==> src/rtl/flock_pkg.sv <==
// Shared types and helpers for the frequency lock detector.
package flock_pkg;

    // Hysteresis state of the lock decision
    typedef enum logic {
        ST_UNLOCKED = 1'b0,
        ST_LOCKED   = 1'b1
    } lock_state_e;

    // Larger of two integers, used to keep the exit band no narrower than the entry band
    function automatic int wider_of(input int a, input int b);
        return (a > b) ? a : b;
    endfunction

endpackage

==> src/rtl/flock_pulse_div.sv <==
// Pulse divider: emits one registered tick for every (div_i+1) input pulses.
// Assumes pulse_i is already synchronous and at most one cycle wide.
// restart clears the count so a new divide value takes effect from a clean phase.
module flock_pulse_div #(
    parameter int DIV_W = 6
) (
    input  logic             clk,
    input  logic             rst_n,
    input  logic             restart,
    input  logic             pulse_i,
    input  logic [DIV_W-1:0] div_i,
    output logic             tick_o
);

    logic [DIV_W-1:0] cnt_q;

    // Count input pulses and fire a tick when the terminal count is reached
    always_ff @(posedge clk) begin
        if (!rst_n) begin
            cnt_q  <= '0;
            tick_o <= 1'b0;
        end else if (restart) begin
            cnt_q  <= '0;
            tick_o <= 1'b0;
        end else begin
            tick_o <= 1'b0;
            if (pulse_i) begin
                if (cnt_q == div_i) begin
                    cnt_q  <= '0;
                    tick_o <= 1'b1;
                end else begin
                    cnt_q <= cnt_q + 1'b1;
                end
            end
        end
    end

endmodule

==> src/rtl/flock_window.sv <==
// Measurement window: counts feedback ticks over WIN_LEN reference ticks.
// At the closing reference tick it presents the count for one cycle with
// meas_valid. The count saturates instead of wrapping. restart opens a fresh window.
module flock_window #(
    parameter int WIN_LEN = 32,
    parameter int CNT_W   = 8
) (
    input  logic             clk,
    input  logic             rst_n,
    input  logic             restart,
    input  logic             ref_tick,
    input  logic             fb_tick,
    output logic             meas_valid,
    output logic [CNT_W-1:0] meas_cnt
);

    localparam int               REF_W    = (WIN_LEN > 1) ? $clog2(WIN_LEN) : 1;
    localparam logic [REF_W-1:0] REF_LAST = REF_W'(WIN_LEN - 1);
    localparam logic [CNT_W-1:0] CNT_MAX  = '1;

    logic [REF_W-1:0] ref_cnt_q;
    logic [CNT_W-1:0] fb_cnt_q;
    logic [CNT_W-1:0] fb_cnt_next;

    // Saturating increment of the feedback count for this cycle
    always_comb begin
        fb_cnt_next = fb_cnt_q;
        if (fb_tick && (fb_cnt_q != CNT_MAX)) begin
            fb_cnt_next = fb_cnt_q + 1'b1;
        end
    end

    // Advance the window and publish the count when it closes
    always_ff @(posedge clk) begin
        if (!rst_n) begin
            ref_cnt_q  <= '0;
            fb_cnt_q   <= '0;
            meas_valid <= 1'b0;
            meas_cnt   <= '0;
        end else if (restart) begin
            ref_cnt_q  <= '0;
            fb_cnt_q   <= '0;
            meas_valid <= 1'b0;
        end else begin
            meas_valid <= 1'b0;
            if (ref_tick && (ref_cnt_q == REF_LAST)) begin
                ref_cnt_q  <= '0;
                fb_cnt_q   <= '0;
                meas_valid <= 1'b1;
                meas_cnt   <= fb_cnt_next;
            end else begin
                if (ref_tick) begin
                    ref_cnt_q <= ref_cnt_q + 1'b1;
                end
                fb_cnt_q <= fb_cnt_next;
            end
        end
    end

endmodule

==> src/rtl/flock_judge.sv <==
// Lock decision with hysteresis. Entry needs the error within LOCK_TOL.
// Exit needs the error beyond UNL_TOL. restart forces the unlocked state.
// toggle_o is high in the cycle whose clock edge changes lock_o.
module flock_judge #(
    parameter int WIN_LEN  = 32,
    parameter int CNT_W    = 8,
    parameter int LOCK_TOL = 1,
    parameter int UNL_TOL  = 3
) (
    input  logic             clk,
    input  logic             rst_n,
    input  logic             restart,
    input  logic             meas_valid,
    input  logic [CNT_W-1:0] meas_cnt,
    output logic             lock_o,
    output logic             toggle_o
);

    import flock_pkg::*;

    localparam logic [CNT_W:0] WIN_C   = (CNT_W+1)'(WIN_LEN);
    localparam logic [CNT_W:0] ENTRY_C = (CNT_W+1)'(LOCK_TOL);
    localparam logic [CNT_W:0] EXIT_C  = (CNT_W+1)'(UNL_TOL);

    lock_state_e    state_q, state_d;
    logic [CNT_W:0] err;

    // Magnitude of the difference between the measured and expected counts
    always_comb begin
        if ({1'b0, meas_cnt} >= WIN_C) begin
            err = {1'b0, meas_cnt} - WIN_C;
        end else begin
            err = WIN_C - {1'b0, meas_cnt};
        end
    end

    // Next hysteresis state from the latest measurement
    always_comb begin
        state_d = state_q;
        if (restart) begin
            state_d = ST_UNLOCKED;
        end else if (meas_valid) begin
            case (state_q)
                ST_UNLOCKED: if (err <= ENTRY_C) state_d = ST_LOCKED;
                ST_LOCKED:   if (err >  EXIT_C)  state_d = ST_UNLOCKED;
                default:     state_d = ST_UNLOCKED;
            endcase
        end
    end

    // Hold the decision state
    always_ff @(posedge clk) begin
        if (!rst_n) begin
            state_q <= ST_UNLOCKED;
        end else begin
            state_q <= state_d;
        end
    end

    assign lock_o   = (state_q == ST_LOCKED);
    assign toggle_o = (state_d != state_q);

endmodule

==> src/rtl/flock_irq.sv <==
// Change flag and interrupt gating. The flag sets on every lock toggle.
// A write of 1 clears it, and a toggle in the same cycle takes priority.
// The request is the flag gated by the enable register.
module flock_irq (
    input  logic clk,
    input  logic rst_n,
    input  logic toggle_i,
    input  logic ie_wr,
    input  logic ie_data,
    input  logic flag_wr,
    input  logic flag_data,
    output logic flag_o,
    output logic ie_o,
    output logic irq_o
);

    // Sticky change flag with write-one-to-clear
    always_ff @(posedge clk) begin
        if (!rst_n) begin
            flag_o <= 1'b0;
        end else if (toggle_i) begin
            flag_o <= 1'b1;
        end else if (flag_wr && flag_data) begin
            flag_o <= 1'b0;
        end
    end

    // Interrupt enable register
    always_ff @(posedge clk) begin
        if (!rst_n) begin
            ie_o <= 1'b0;
        end else if (ie_wr) begin
            ie_o <= ie_data;
        end
    end

    assign irq_o = flag_o & ie_o;

endmodule

==> src/rtl/freq_lock_det.sv <==
// Frequency lock detector top. It holds the divide values, divides both edge
// pulse streams, and measures feedback ticks per reference window.
// It then drives a hysteretic lock bit and a change interrupt.
// Assumes both pulse inputs are already synchronous to clk.
module freq_lock_det #(
    parameter int FB_DIV_W   = 6,
    parameter int REF_DIV_W  = 4,
    parameter int WIN_LEN    = 32,
    parameter int LOCK_TOL   = 1,
    parameter int UNLOCK_TOL = 3
) (
    input  logic                 clk,
    input  logic                 rst_n,
    input  logic                 vco_pulse,
    input  logic                 src_pulse,
    input  logic                 fb_div_wr,
    input  logic [FB_DIV_W-1:0]  fb_div_data,
    input  logic                 ref_div_wr,
    input  logic [REF_DIV_W-1:0] ref_div_data,
    input  logic                 ie_wr,
    input  logic                 ie_data,
    input  logic                 flag_wr,
    input  logic                 flag_data,
    output logic                 lock_o,
    output logic                 chg_flag_o,
    output logic                 ie_o,
    output logic                 irq_o
);

    localparam int CNT_W   = $clog2(WIN_LEN * 4 + 1);
    localparam int UNL_EFF = flock_pkg::wider_of(UNLOCK_TOL, LOCK_TOL);

    logic [FB_DIV_W-1:0]  fb_div_q;
    logic [REF_DIV_W-1:0] ref_div_q;
    logic                 restart;
    logic                 fb_tick;
    logic                 ref_tick;
    logic                 meas_valid;
    logic [CNT_W-1:0]     meas_cnt;
    logic                 lock_toggle;

    assign restart = fb_div_wr | ref_div_wr;

    // Divide value registers written by software
    always_ff @(posedge clk) begin
        if (!rst_n) begin
            fb_div_q  <= '0;
            ref_div_q <= '0;
        end else begin
            if (fb_div_wr)  fb_div_q  <= fb_div_data;
            if (ref_div_wr) ref_div_q <= ref_div_data;
        end
    end

    flock_pulse_div #(.DIV_W(FB_DIV_W)) u_fb_div (
        .clk     (clk),
        .rst_n   (rst_n),
        .restart (restart),
        .pulse_i (vco_pulse),
        .div_i   (fb_div_q),
        .tick_o  (fb_tick)
    );

    flock_pulse_div #(.DIV_W(REF_DIV_W)) u_ref_div (
        .clk     (clk),
        .rst_n   (rst_n),
        .restart (restart),
        .pulse_i (src_pulse),
        .div_i   (ref_div_q),
        .tick_o  (ref_tick)
    );

    flock_window #(.WIN_LEN(WIN_LEN), .CNT_W(CNT_W)) u_window (
        .clk        (clk),
        .rst_n      (rst_n),
        .restart    (restart),
        .ref_tick   (ref_tick),
        .fb_tick    (fb_tick),
        .meas_valid (meas_valid),
        .meas_cnt   (meas_cnt)
    );

    flock_judge #(
        .WIN_LEN  (WIN_LEN),
        .CNT_W    (CNT_W),
        .LOCK_TOL (LOCK_TOL),
        .UNL_TOL  (UNL_EFF)
    ) u_judge (
        .clk        (clk),
        .rst_n      (rst_n),
        .restart    (restart),
        .meas_valid (meas_valid),
        .meas_cnt   (meas_cnt),
        .lock_o     (lock_o),
        .toggle_o   (lock_toggle)
    );

    flock_irq u_irq (
        .clk       (clk),
        .rst_n     (rst_n),
        .toggle_i  (lock_toggle),
        .ie_wr     (ie_wr),
        .ie_data   (ie_data),
        .flag_wr   (flag_wr),
        .flag_data (flag_data),
        .flag_o    (chg_flag_o),
        .ie_o      (ie_o),
        .irq_o     (irq_o)
    );

endmodule

==> config.mk <==
export PLATFORM = sky130hd
export DESIGN_NAME = freq_lock_det
export DESIGN_NICKNAME = d
export VERILOG_FILES = /design/src/rtl/flock_pkg.sv /design/src/rtl/flock_pulse_div.sv /design/src/rtl/flock_window.sv /design/src/rtl/flock_judge.sv /design/src/rtl/flock_irq.sv /design/src/rtl/freq_lock_det.sv
export SDC_FILE = /design/constraint.sdc
export NUM_CORES = 1
export LEC_CHECK = 0
export ABC_CLOCK_PERIOD_IN_PS = 5050
export BUFFER_PORTS_ARGS = -buffer_cell sky130_fd_sc_hd__buf_2
export CAP_MARGIN = 20
export CORE_MARGIN = 4
export CORE_UTILIZATION = 50
export DETAILED_ROUTE_END_ITERATION = 8
export PLACE_DENSITY = 0.69
export SYNTH_ARGS = -nofsm -noshare
export SYNTH_HDL_FRONTEND = slang
export SYNTH_SLANG_ARGS = --single-unit
==> constraint.sdc <==
create_clock -name clk -period 5.05 [get_ports clk]
set_clock_uncertainty 0.2 [all_clocks]
set_input_delay 0.505 -clock clk [delete_from_list [all_inputs] [get_ports clk]]
set_output_delay 0.505 -clock clk [all_outputs]
set_load 0.005 [all_outputs]
==> results.sh, run 1 <==
export IMPL_width_of_the_die_um=75.9
export IMPL_vias_per_cell=5.43
export IMPL_worst_path_dominant_cell_family="compound AO/OA/AOI/OAI gates"
export IMPL_synth_main_ff_cell="sky130_fd_sc_hd__dfxtp_1"
export IMPL_final_area_um2=2520
export IMPL_post_dp_cell_area_um2=2430
export IMPL_cts_htree_levels=2
export IMPL_cp_required_ns=5.07
export IMPL_numPortBuffers=23
export IMPL_grt_pass1_wl_um=6840
export IMPL_die_height_um=75.9
export IMPL_worst_path_buf_inv=1
export IMPL_synth_top_cells_by_area="sky130_fd_sc_hd__dfxtp_1, sky130_fd_sc_hd__mux2i_1, sky130_fd_sc_hd__xor2_1"
export IMPL_r2r_start="u_window.meas_cnt[5]$_SDFFE_PN0P_"
export IMPL_clock_sinks=47
export IMPL_hold_path_class="in -> reg"
export IMPL_most_frequent_cells_after_synthesis="sky130_fd_sc_hd__dfxtp_1, sky130_fd_sc_hd__nor2_1, sky130_fd_sc_hd__nand2_1"
export IMPL_setup_total_negative_slack_ns=0
export IMPL_most_frequently_used_cell_type_in_the_post_synthesis_netlist="sky130_fd_sc_hd__dfxtp_1"
export IMPL_power_leakage_nw=1.07
export IMPL_cts_hold_buffers_added=0
export IMPL_synthesis_area_per_instance_um2=9.25
export IMPL_critical_path_most_common_cell="sky130_fd_sc_hd__ha_1"
export IMPL_synth_distinct_cells=41
export IMPL_global_route_overflow_total=0
export IMPL_setup_viol=0
export IMPL_maxCapViolCount=0
export IMPL_fin_crit_ns=2.59
export IMPL_cpMaxStageDelayCell="sky130_fd_sc_hd__a221o_1"
export IMPL_yosys_area_top_type_share=0.409
export IMPL_grt_setup_unrepaired="false"
export IMPL_path_cells="inv_1 -> ha_1 -> ha_1 -> o31ai_1 -> a221o_1 -> a2111oi_4 -> o21ai_1 -> a311oi_1"
export IMPL_cts_setup_buffers=0
export IMPL_criticalPathCategory="reg -> reg"
export IMPL_setup_worst_path_end_class="flop"
export IMPL_ys_ff_latch=47
export IMPL_synth_warnings=0
export IMPL_area_enclosed_by_the_die_boundary_um2=5750
export IMPL_diodes=0
export IMPL_tritoncts_clock_tree="done"
export IMPL_sort_of_element_at_the_start_of_the_critical_path="flop"
export IMPL_holdCritStartpoint="ie_data"
export IMPL_tritoncts_num_buffers=5
export IMPL_gr_util_all_layers=0.154
export IMPL_run_status="finished clean"
export IMPL_initial_core_util=0.522
export IMPL_yosysSeqAreaShare=0.409
export IMPL_antenna_found_initial=0
export IMPL_timing_worst_slew_pin_value_ns=0.509
export IMPL_floorplan_core_area_um2=4410
export IMPL_ios=24
export IMPL_async_reset_ff_frac=0
export IMPL_final_period_utilization=0.513
export IMPL_clockBufferDepth=2
export IMPL_cp_max_fo=9
export IMPL_hold_viol=0
export IMPL_drc_errors=0
export IMPL_detail_route_antenna_nets=0
export IMPL_worst_setup_path_startpoint="u_window.meas_cnt[5]$_SDFFE_PN0P_"
export IMPL_post_synth_top_area_cell="sky130_fd_sc_hd__dfxtp_1"
export IMPL_cts_root_buf="sky130_fd_sc_hd__clkbuf_8"
export IMPL_grt_pass1_vias=1609
export IMPL_worst_stage_delay_on_the_critical_path_ns=0.41
export IMPL_clk_latency_ns=0.31
export IMPL_clk_pin_slew_ns=0.10
export IMPL_cts_resized_gates=0
export IMPL_avgRoutedWirePerCell_um=12.4
export IMPL_maximum_number_of_pins_on_one_net_before_global_route_repair=27
export IMPL_synth_fp_nets=279
export IMPL_final_slew_viol_count=0
export IMPL_route_final_wire_length_um=3970
export IMPL_worst_ep_arrival_time_ns=2.61
export IMPL_via_count=1744
export IMPL_place_congestion=0.862
export IMPL_synth_enable_flop_cells=0
export IMPL_drive_above_1_share=0.134
export IMPL_dpl_hpwl_um=2940
export IMPL_achievable_frequency_mhz=386
export IMPL_area_growth_pct=9.67
export IMPL_num_rows=24
export IMPL_ir_worst_vdd_mv=0.179
export IMPL_drt_iter0_drc=161
export IMPL_powerDensity_nw_per_um2=261
export IMPL_drt_first_pass_iters=4
export IMPL_syn_instance_count=249
export IMPL_num_nets_final=298
export IMPL_timing_slew_headroom=0.656
export IMPL_synth_cell_area_um2=2300
[report_power, final]
part | total, mW | switching [mW] | internal (mW)
logic | 0.0362 | 0.0178 | 0.0184
registers | 0.381 | 0.00468 | 0.376
clock network | 0.241 | 0.139 | 0.103
[cell usage in the layout (no fill, tap or decap), types with 2 or more instances in the layout]
cell                       synthesis  layout
sky130_fd_sc_hd__nand4_1           7       7
sky130_fd_sc_hd__nand3_1           6       6
sky130_fd_sc_hd__nor2_1           31      31
sky130_fd_sc_hd__dfxtp_1          47      47
sky130_fd_sc_hd__o21ai_1           2       2
sky130_fd_sc_hd__and2_1            2       2
sky130_fd_sc_hd__o211a_1           6       6
sky130_fd_sc_hd__xnor2_1          11      11
sky130_fd_sc_hd__buf_2             1      23
sky130_fd_sc_hd__a21oi_1           6       6
sky130_fd_sc_hd__xor2_1           17      17
sky130_fd_sc_hd__inv_1             8       8
sky130_fd_sc_hd__and4_1            2       2
sky130_fd_sc_hd__nor3_1            4       4
sky130_fd_sc_hd__nand2_1          20      20
sky130_fd_sc_hd__mux2i_1          18      18
sky130_fd_sc_hd__clkbuf_8          0       5
sky130_fd_sc_hd__a31oi_1           5       5
sky130_fd_sc_hd__ha_1             10      10
sky130_fd_sc_hd__nor2b_1          11      11
sky130_fd_sc_hd__or3_1             2       2
sky130_fd_sc_hd__o21ai_0           4       4
[routing by layer]
metal / global-route usage / vias to the layer above / wire length, um
met4: 0.0563 / 0 / 55
met3: 0.0462 / 8 / 200
met1: 0.199 / 798 / 1880
met5: 0 / - / 0
met2: 0.243 / 43 / 1830
li1: - / 895 / -
[layout make-up]
cell class | instances | area [um2]
repair buffers | 24 | 123
flip-flops and latches | 47 | 941
well taps | 52 | 65.1
inverters | 8 | 30.0
multi-input cells | 182 | 1270
clock buffers | 5 | 68.8
clock inverters | 3 | 27.5
fillers | 417 | 1890
[logic make-up (layout without fill, tap and decap cells)]
logic type / Yosys count / after routing / share of synthesized area
xor gates and xnor gates: 28 / 28 / 0.107
DFF: 47 / 47 / 0.409
AOI/OAI and AO/OA: 32 / 32 / 0.107
muxes: 19 / 19 / 0.0832
adders and majority gates: 10 / 10 / 0.0543
buffers and inverters: 20 / 40 / 0.0397
and+or+nand+nor: 93 / 93 / 0.201
[worst paths after layout]
kind | end | slack [ns] | cells after the start
max reg2reg | u_irq.flag_o$_SDFFE_PN0P_ | 2.46 | 8
min reg2reg | u_window.ref_cnt_q[4]$_SDFFE_PP0P_ | 0.32 | 2
max | u_irq.flag_o$_SDFFE_PN0P_ | 2.46 | 8
min | u_irq.ie_o$_SDFFE_PN0P_ | 0.25 | 3
[metrics by stage]
| stage | setup slack, ns | hold slack, ns | power, mW | util | instances |
|---|---|---|---|---|---|
| 2_1_floorplan | 2.60 | 0.267 | 0.414 | - | 249 |
| 3_3_place_gp | 2.55 | 0.281 | 0.426 | 0.550 | 313 |
| 5_1_grt | 2.35 | 0.250 | 0.686 | 0.572 | 321 |
| 3_5_place_dp | 2.48 | 0.294 | 0.426 | 0.550 | 313 |
| 4_1_cts | 2.49 | 0.243 | 0.667 | 0.572 | 321 |
| 6_report | 2.46 | 0.249 | 0.659 | 0.572 | 321 |
[state kept, by name, indices dropped and copies added, names as in the netlist]
name	cells
u_window.fb_cnt_q	8
u_window.meas_cnt	8
fb_div_q	6
u_fb_div.cnt_q	6
u_window.ref_cnt_q	5
ref_div_q	4
u_ref_div.cnt_q	4
u_fb_div.tick_o	1
u_irq.flag_o	1
u_irq.ie_o	1
u_judge.lock_o	1
u_ref_div.tick_o	1
u_window.meas_valid	1
[worst min-delay path, cell delays in order]
cell and delay, ns:
sky130_fd_sc_hd__buf_2 0.08, sky130_fd_sc_hd__mux2i_1 0.05, sky130_fd_sc_hd__nor2b_1 0.09
Note: power is estimated with default switching activity, not from simulation.
==> run 2: changes to the inputs <==
ABC_CLOCK_PERIOD_IN_PS = 2500   (was 5050)
clock period = 2.5 ns   (was 5.05 ns; I/O delays follow)
==> run 2 against run 1 <==
Die area unchanged. Largest cell class unchanged. Largest power group unchanged. First-iteration DRC count down 36%. Total power up 110%.
==> results.sh, run 2 (synthesis results as in run 1) <==
export IMPL_run_status="finished clean"
export IMPL_final_period_utilization=0.945
export IMPL_final_slew_viol_count=0
export IMPL_setup_viol=0
export IMPL_route_layer_met1_wl_um=1950
export IMPL_setup_total_negative_slack_ns=0
export IMPL_via_count=1751
export IMPL_detail_route_antenna_nets=0
export IMPL_gr_util_all_layers=0.160
export IMPL_holdCritStartpoint="fb_div_data[3]"
export IMPL_met2WireLength_um=2000
export IMPL_timing_slew_headroom=0.677
export IMPL_ir_worst_vdd_mv=0.391
export IMPL_num_rows=24
export IMPL_area_growth_pct=12.0
export IMPL_antenna_found_initial=0
export IMPL_tritoncts_num_buffers=5
export IMPL_layout_top_registers="u_window.fb_cnt_q: 8 flops, u_window.meas_cnt: 8 flops"
export IMPL_cp_required_ns=2.51
export IMPL_crit_path_end="u_irq.flag_o$_SDFFE_PN0P_"
export IMPL_final_core_util=0.584
export IMPL_worst_ep_arrival_time_ns=2.38
export IMPL_grt_setup_unrepaired="false"
export IMPL_worst_setup_path_startpoint="u_window.meas_cnt[1]$_SDFFE_PN0P_"
export IMPL_ios=24
export IMPL_clockBufferDepth=2
export IMPL_tritoncts_clock_tree="done"
export IMPL_vias_per_cell=5.39
export IMPL_cp_max_fo=6
export IMPL_final_cell_mix="sky130_fd_sc_hd__dfxtp_1, sky130_fd_sc_hd__nor2_1, sky130_fd_sc_hd__buf_2"
export IMPL_achievable_frequency_mhz=423
export IMPL_cts_setup_buffers=0
export IMPL_timing_worst_slew_pin_value_ns=0.483
export IMPL_grt_pass1_wl_um=7140
export IMPL_num_nets_final=302
export IMPL_hold_viol=0
export IMPL_cts_hold_buffers_added=0
export IMPL_criticalPathCategory="reg -> reg"
export IMPL_register_to_register_path_setup_slack_ns=0.14
export IMPL_r2r_start="u_window.meas_cnt[1]$_SDFFE_PN0P_"
export IMPL_width_of_the_die_um=75.9
export IMPL_clk_pin_slew_ns=0.09
export IMPL_maximum_number_of_pins_on_one_net_before_global_route_repair=26
export IMPL_initial_core_util=0.522
export IMPL_maxUsedRoutingLayer="met4"
export IMPL_diodes=0
export IMPL_detail_route_met3_wl_um=147
export IMPL_drt_iter0_drc=103
export IMPL_floorplan_core_area_um2=4410
export IMPL_setup_worst_path_end_class="flop"
export IMPL_drt_first_pass_iters=4
export IMPL_avgRoutedWirePerCell_um=12.7
export IMPL_powerDensity_nw_per_um2=548
export IMPL_power_leakage_nw=1.10
export IMPL_fill_cells=409
export IMPL_worstReg2RegEnd="u_irq.flag_o$_SDFFE_PN0P_"
export IMPL_dpl_hpwl_um=3080
export IMPL_cts_resized_gates=0
export IMPL_clk_latency_ns=0.30
export IMPL_dp_worst_setup_slack_ns=0.119
export IMPL_grt_pass1_vias=1724
export IMPL_drive_above_1_share=0.150
export IMPL_place_congestion=0.807
export IMPL_die_height_um=75.9
export IMPL_post_route_worst_setup_slack_ns=0.137
export IMPL_clock_sinks=47
export IMPL_drc_errors=0
export IMPL_global_route_overflow_total=0
export IMPL_route_final_wire_length_um=4140
export IMPL_sort_of_element_at_the_start_of_the_critical_path="flop"
export IMPL_final_common_cell="sky130_fd_sc_hd__dfxtp_1"
export IMPL_reg2reg_depth=8
export IMPL_hold_path_class="in -> reg"
export IMPL_cts_root_buf="sky130_fd_sc_hd__clkbuf_8"
export IMPL_area_enclosed_by_the_die_boundary_um2=5750
export IMPL_maxCapViolCount=0
export IMPL_cts_htree_levels=2
export IMPL_fin_crit_ns=2.36
export IMPL_numPortBuffers=23
export IMPL_holdWs_ns=0.00716
==> run 2: worst min path at each step <==
stage                                          to  slack, ns  cells after the start
5_1_grt                 ref_div_q[0]$_SDFFE_PN0P_       0.02                      3
3_3_place_gp   u_window.ref_cnt_q[4]$_SDFFE_PP0P_       0.28                      2
2_1_floorplan     u_ref_div.cnt_q[0]$_SDFFE_PP0P_       0.19                      2
4_1_cts                  fb_div_q[0]$_SDFFE_PN0P_      0.004                      3
6_report                 fb_div_q[3]$_SDFFE_PN0P_      0.007                      3
3_5_place_dp             fb_div_q[1]$_SDFFE_PN0P_       0.31                      3
==> run 2: area by class of cell <==
cell class / count / area (um2) / area share
sequential: 47 / 941 / 0.365
inverter: 8 / 30.0 / 0.0116
clock buffer: 6 / 82.6 / 0.0320
clock inverter: 2 / 35.0 / 0.0136
tap: 52 / 65.1 / 0.0252
timing repair buffer: 28 / 153 / 0.0592
multi-input combinational: 182 / 1270 / 0.493
==> run 2: layer usage <==
metal | up-vias | GRT usage
met5 | - | 0
met4 | 0 | 0.0408
met3 | 6 | 0.0435
met2 | 32 | 0.281
met1 | 810 | 0.191
li1 | 903 | -
==> run 2: metrics by stage <==
step / area (um2) / instances / power (mW)
after global routing: 2580 / 325 / 1.47
after detailed placement: 2460 / 317 / 0.863
after CTS: 2580 / 325 / 1.43
final: 2580 / 325 / 1.41
after global placement: 2460 / 317 / 0.861
after floorplan: 2300 / 249 / 0.837
==> run 2: report_power, final <==
group	switching (mW)	internal (mW)	total (mW)
clock	0.247	0.324	0.570
sequential	0.00945	0.760	0.770
combinational	0.0357	0.0382	0.0739
==> run 2: worst max-delay path: stages, from the launching register on <==
cell	delay, ns
sky130_fd_sc_hd__dfxtp_1	0.36
sky130_fd_sc_hd__inv_1	0.07
sky130_fd_sc_hd__ha_2	0.21
sky130_fd_sc_hd__or4b_4	0.47
sky130_fd_sc_hd__o21ai_1	0.14
sky130_fd_sc_hd__mux2i_1	0.12
sky130_fd_sc_hd__a2111oi_4	0.40
sky130_fd_sc_hd__o21ai_1	0.11
sky130_fd_sc_hd__a311oi_1	0.19
==> run 3: changes to the inputs <==
CORE_UTILIZATION = 42   (was 50)
PLACE_DENSITY = not set   (was 0.69)
TNS_END_PERCENT = 30   (was not set)
==> run 3 against run 2 <==
Combinational power is 14% higher. Via count is 0.40% higher. Setup slack better by 0.0071 ns. Utilization is 6.5 points lower. Clock power is 18% lower.
==> results.sh, run 3 (synthesis results as in run 1) <==
export IMPL_cts_htree_levels=2
export IMPL_power_combinational_fraction=0.064
export IMPL_reg2reg_depth=8
export IMPL_worst_setup_path_startpoint="u_window.meas_cnt[1]$_SDFFE_PN0P_"
export IMPL_holdCritStartpoint="ref_div_data[0]"
export IMPL_hold_viol=0
export IMPL_clk_latency_ns=0.30
export IMPL_drc_errors=0
export IMPL_avgRoutedWirePerCell_um=12.5
export IMPL_timing_worst_slew_pin_value_ns=0.507
export IMPL_detail_route_antenna_nets=0
export IMPL_tritoncts_clock_tree="done"
export IMPL_global_route_overflow_total=0
export IMPL_dpl_hpwl_um=3100
export IMPL_die_height_um=82.0
export IMPL_achievable_frequency_mhz=425
export IMPL_maxCapViolCount=0
export IMPL_via_count=1758
export IMPL_area_growth_pct=17.3
export IMPL_cp_required_ns=2.51
export IMPL_gr_util_all_layers=0.142
export IMPL_worstReg2RegEnd="u_irq.flag_o$_SDFFE_PN0P_"
export IMPL_ios=24
export IMPL_route_final_wire_length_um=4430
export IMPL_final_cell_mix="sky130_fd_sc_hd__dfxtp_1, sky130_fd_sc_hd__nor2_1, sky130_fd_sc_hd__buf_2"
export IMPL_worst_hold_path_num_cells=3
export IMPL_worst_ep_arrival_time_ns=2.37
export IMPL_tritoncts_num_buffers=5
export IMPL_worst_hold_path_endpoint="ref_div_q[0]$_SDFFE_PN0P_"
export IMPL_vias_per_cell=4.97
export IMPL_place_congestion=0.788
export IMPL_maximum_number_of_pins_on_one_net_before_global_route_repair=26
export IMPL_final_slew_viol_count=0
export IMPL_drt_iter0_drc=52
export IMPL_powerDensity_nw_per_um2=489
export IMPL_power_share_switching=0.240
export IMPL_area_enclosed_by_the_die_boundary_um2=6730
export IMPL_final_core_util=0.519
export IMPL_diodes=0
export IMPL_setup_worst_path_end_class="flop"
export IMPL_global_route_peak_usage_layer="met2"
export IMPL_r2r_start="u_window.meas_cnt[1]$_SDFFE_PN0P_"
export IMPL_cts_root_buf="sky130_fd_sc_hd__clkbuf_8"
export IMPL_final_period_utilization=0.942
export IMPL_drive_above_1_share=0.183
export IMPL_grt_use_met2=0.233
export IMPL_register_to_register_path_setup_slack_ns=0.14
export IMPL_holdWs_ns=0.00802
export IMPL_ir_worst_vdd_mv=0.299
export IMPL_num_nets_final=313
export IMPL_final_common_cell="sky130_fd_sc_hd__dfxtp_1"
export IMPL_grt_pass1_wl_um=7520
export IMPL_grt_pass1_vias=1702
export IMPL_met1_use_gr=0.174
export IMPL_seqPwrFrac=0.583
export IMPL_fin_crit_ns=2.36
export IMPL_clockBufferDepth=2
export IMPL_num_rows=26
export IMPL_initial_core_util=0.442
export IMPL_drt_first_pass_iters=4
export IMPL_floorplan_core_area_um2=5200
export IMPL_layout_top_registers="u_window.fb_cnt_q: 8 flops, u_window.meas_cnt: 8 flops"
export IMPL_power_clock_fraction=0.353
export IMPL_clock_sinks=47
export IMPL_power_switching_mw=0.317
export IMPL_intPower_mw=1.00
export IMPL_run_status="finished clean"
export IMPL_setup_viol=0
export IMPL_dp_worst_setup_slack_ns=0.0955
export IMPL_global_route_usage_met3=0.0428
export IMPL_numPortBuffers=23
export IMPL_criticalPathCategory="reg -> reg"
export IMPL_sort_of_element_at_the_start_of_the_critical_path="flop"
export IMPL_post_route_worst_setup_slack_ns=0.144
export IMPL_cp_max_fo=6
export IMPL_power_leakage_nw=1.14
export IMPL_antenna_found_initial=0
export IMPL_hold_path_class="in -> reg"
export IMPL_width_of_the_die_um=82.0
export IMPL_timing_slew_headroom=0.661
export IMPL_clk_pin_slew_ns=0.09
[run 3: per-stage QoR]
step	total power [mW]	setup TNS (ns)	std cells	instance area, um2
6_report	1.32	0	354	2700
3_5_place_dp	0.864	0	337	2500
4_1_cts	1.34	0	352	2650
5_1_grt	1.37	-0.0284	354	2700
3_3_place_gp	0.863	0	337	2500
2_1_floorplan	0.837	0	249	2300
[run 3: worst max-delay path: stages, from the launching register on]
cell	delay [ns]
sky130_fd_sc_hd__dfxtp_2	0.36
sky130_fd_sc_hd__inv_1	0.06
sky130_fd_sc_hd__ha_2	0.20
sky130_fd_sc_hd__or4b_4	0.47
sky130_fd_sc_hd__nor4_2	0.28
sky130_fd_sc_hd__o41ai_2	0.12
sky130_fd_sc_hd__a21oi_2	0.18
sky130_fd_sc_hd__o21ai_0	0.13
sky130_fd_sc_hd__a311oi_2	0.26
[run 3: layout make-up]
type / instances / area [um2]
clock buffer: 5 / 68.8
clock inverter: 3 / 18.8
sequential: 47 / 943
inverter: 8 / 30.0
fill: 496 / 2500
tap: 70 / 87.6
timing repair buffer: 39 / 253
multi-input combinational: 182 / 1300
[run 3: what timing repair did]
item / 4_1_cts / 5_1_grt
hold endpoints to repair: 7 / 0
hold buffers: 7 / 0
endpoints found under the setup margin: 0 / 1
setup buffers: 0 / 2
resized for setup: 0 / 8
[run 3: how the worst max path moves through the flow]
stage | endpoint | slack, ns
after detailed placement | u_irq.flag_o$_SDFFE_PN0P_ | 0.1
after global placement | u_irq.flag_o$_SDFFE_PN0P_ | 0.17
after floorplan | u_irq.flag_o$_SDFFE_PN0P_ | 0.05
after CTS | u_irq.flag_o$_SDFFE_PN0P_ | 0.06
after global routing | u_irq.flag_o$_SDFFE_PN0P_ | -0.03
final | u_irq.flag_o$_SDFFE_PN0P_ | 0.14
[run 3: routing by layer]
| metal | vias up | wire, um |
|---|---|---|
| met5 | - | 0 |
| met4 | 0 | 91 |
| met3 | 11 | 168 |
| met2 | 35 | 2110 |
| met1 | 786 | 2060 |
| li1 | 926 | - |
[run 3: power by group through the flow]
stage / clock [mW] / combinational [mW] / sequential, mW
after floorplan: 0 / 0.0519 / 0.785
final: 0.466 / 0.0846 / 0.770
after global routing: 0.503 / 0.0957 / 0.772
after global placement: 0 / 0.0757 / 0.787
after detailed placement: 0 / 0.0767 / 0.788
after CTS: 0.481 / 0.0851 / 0.770
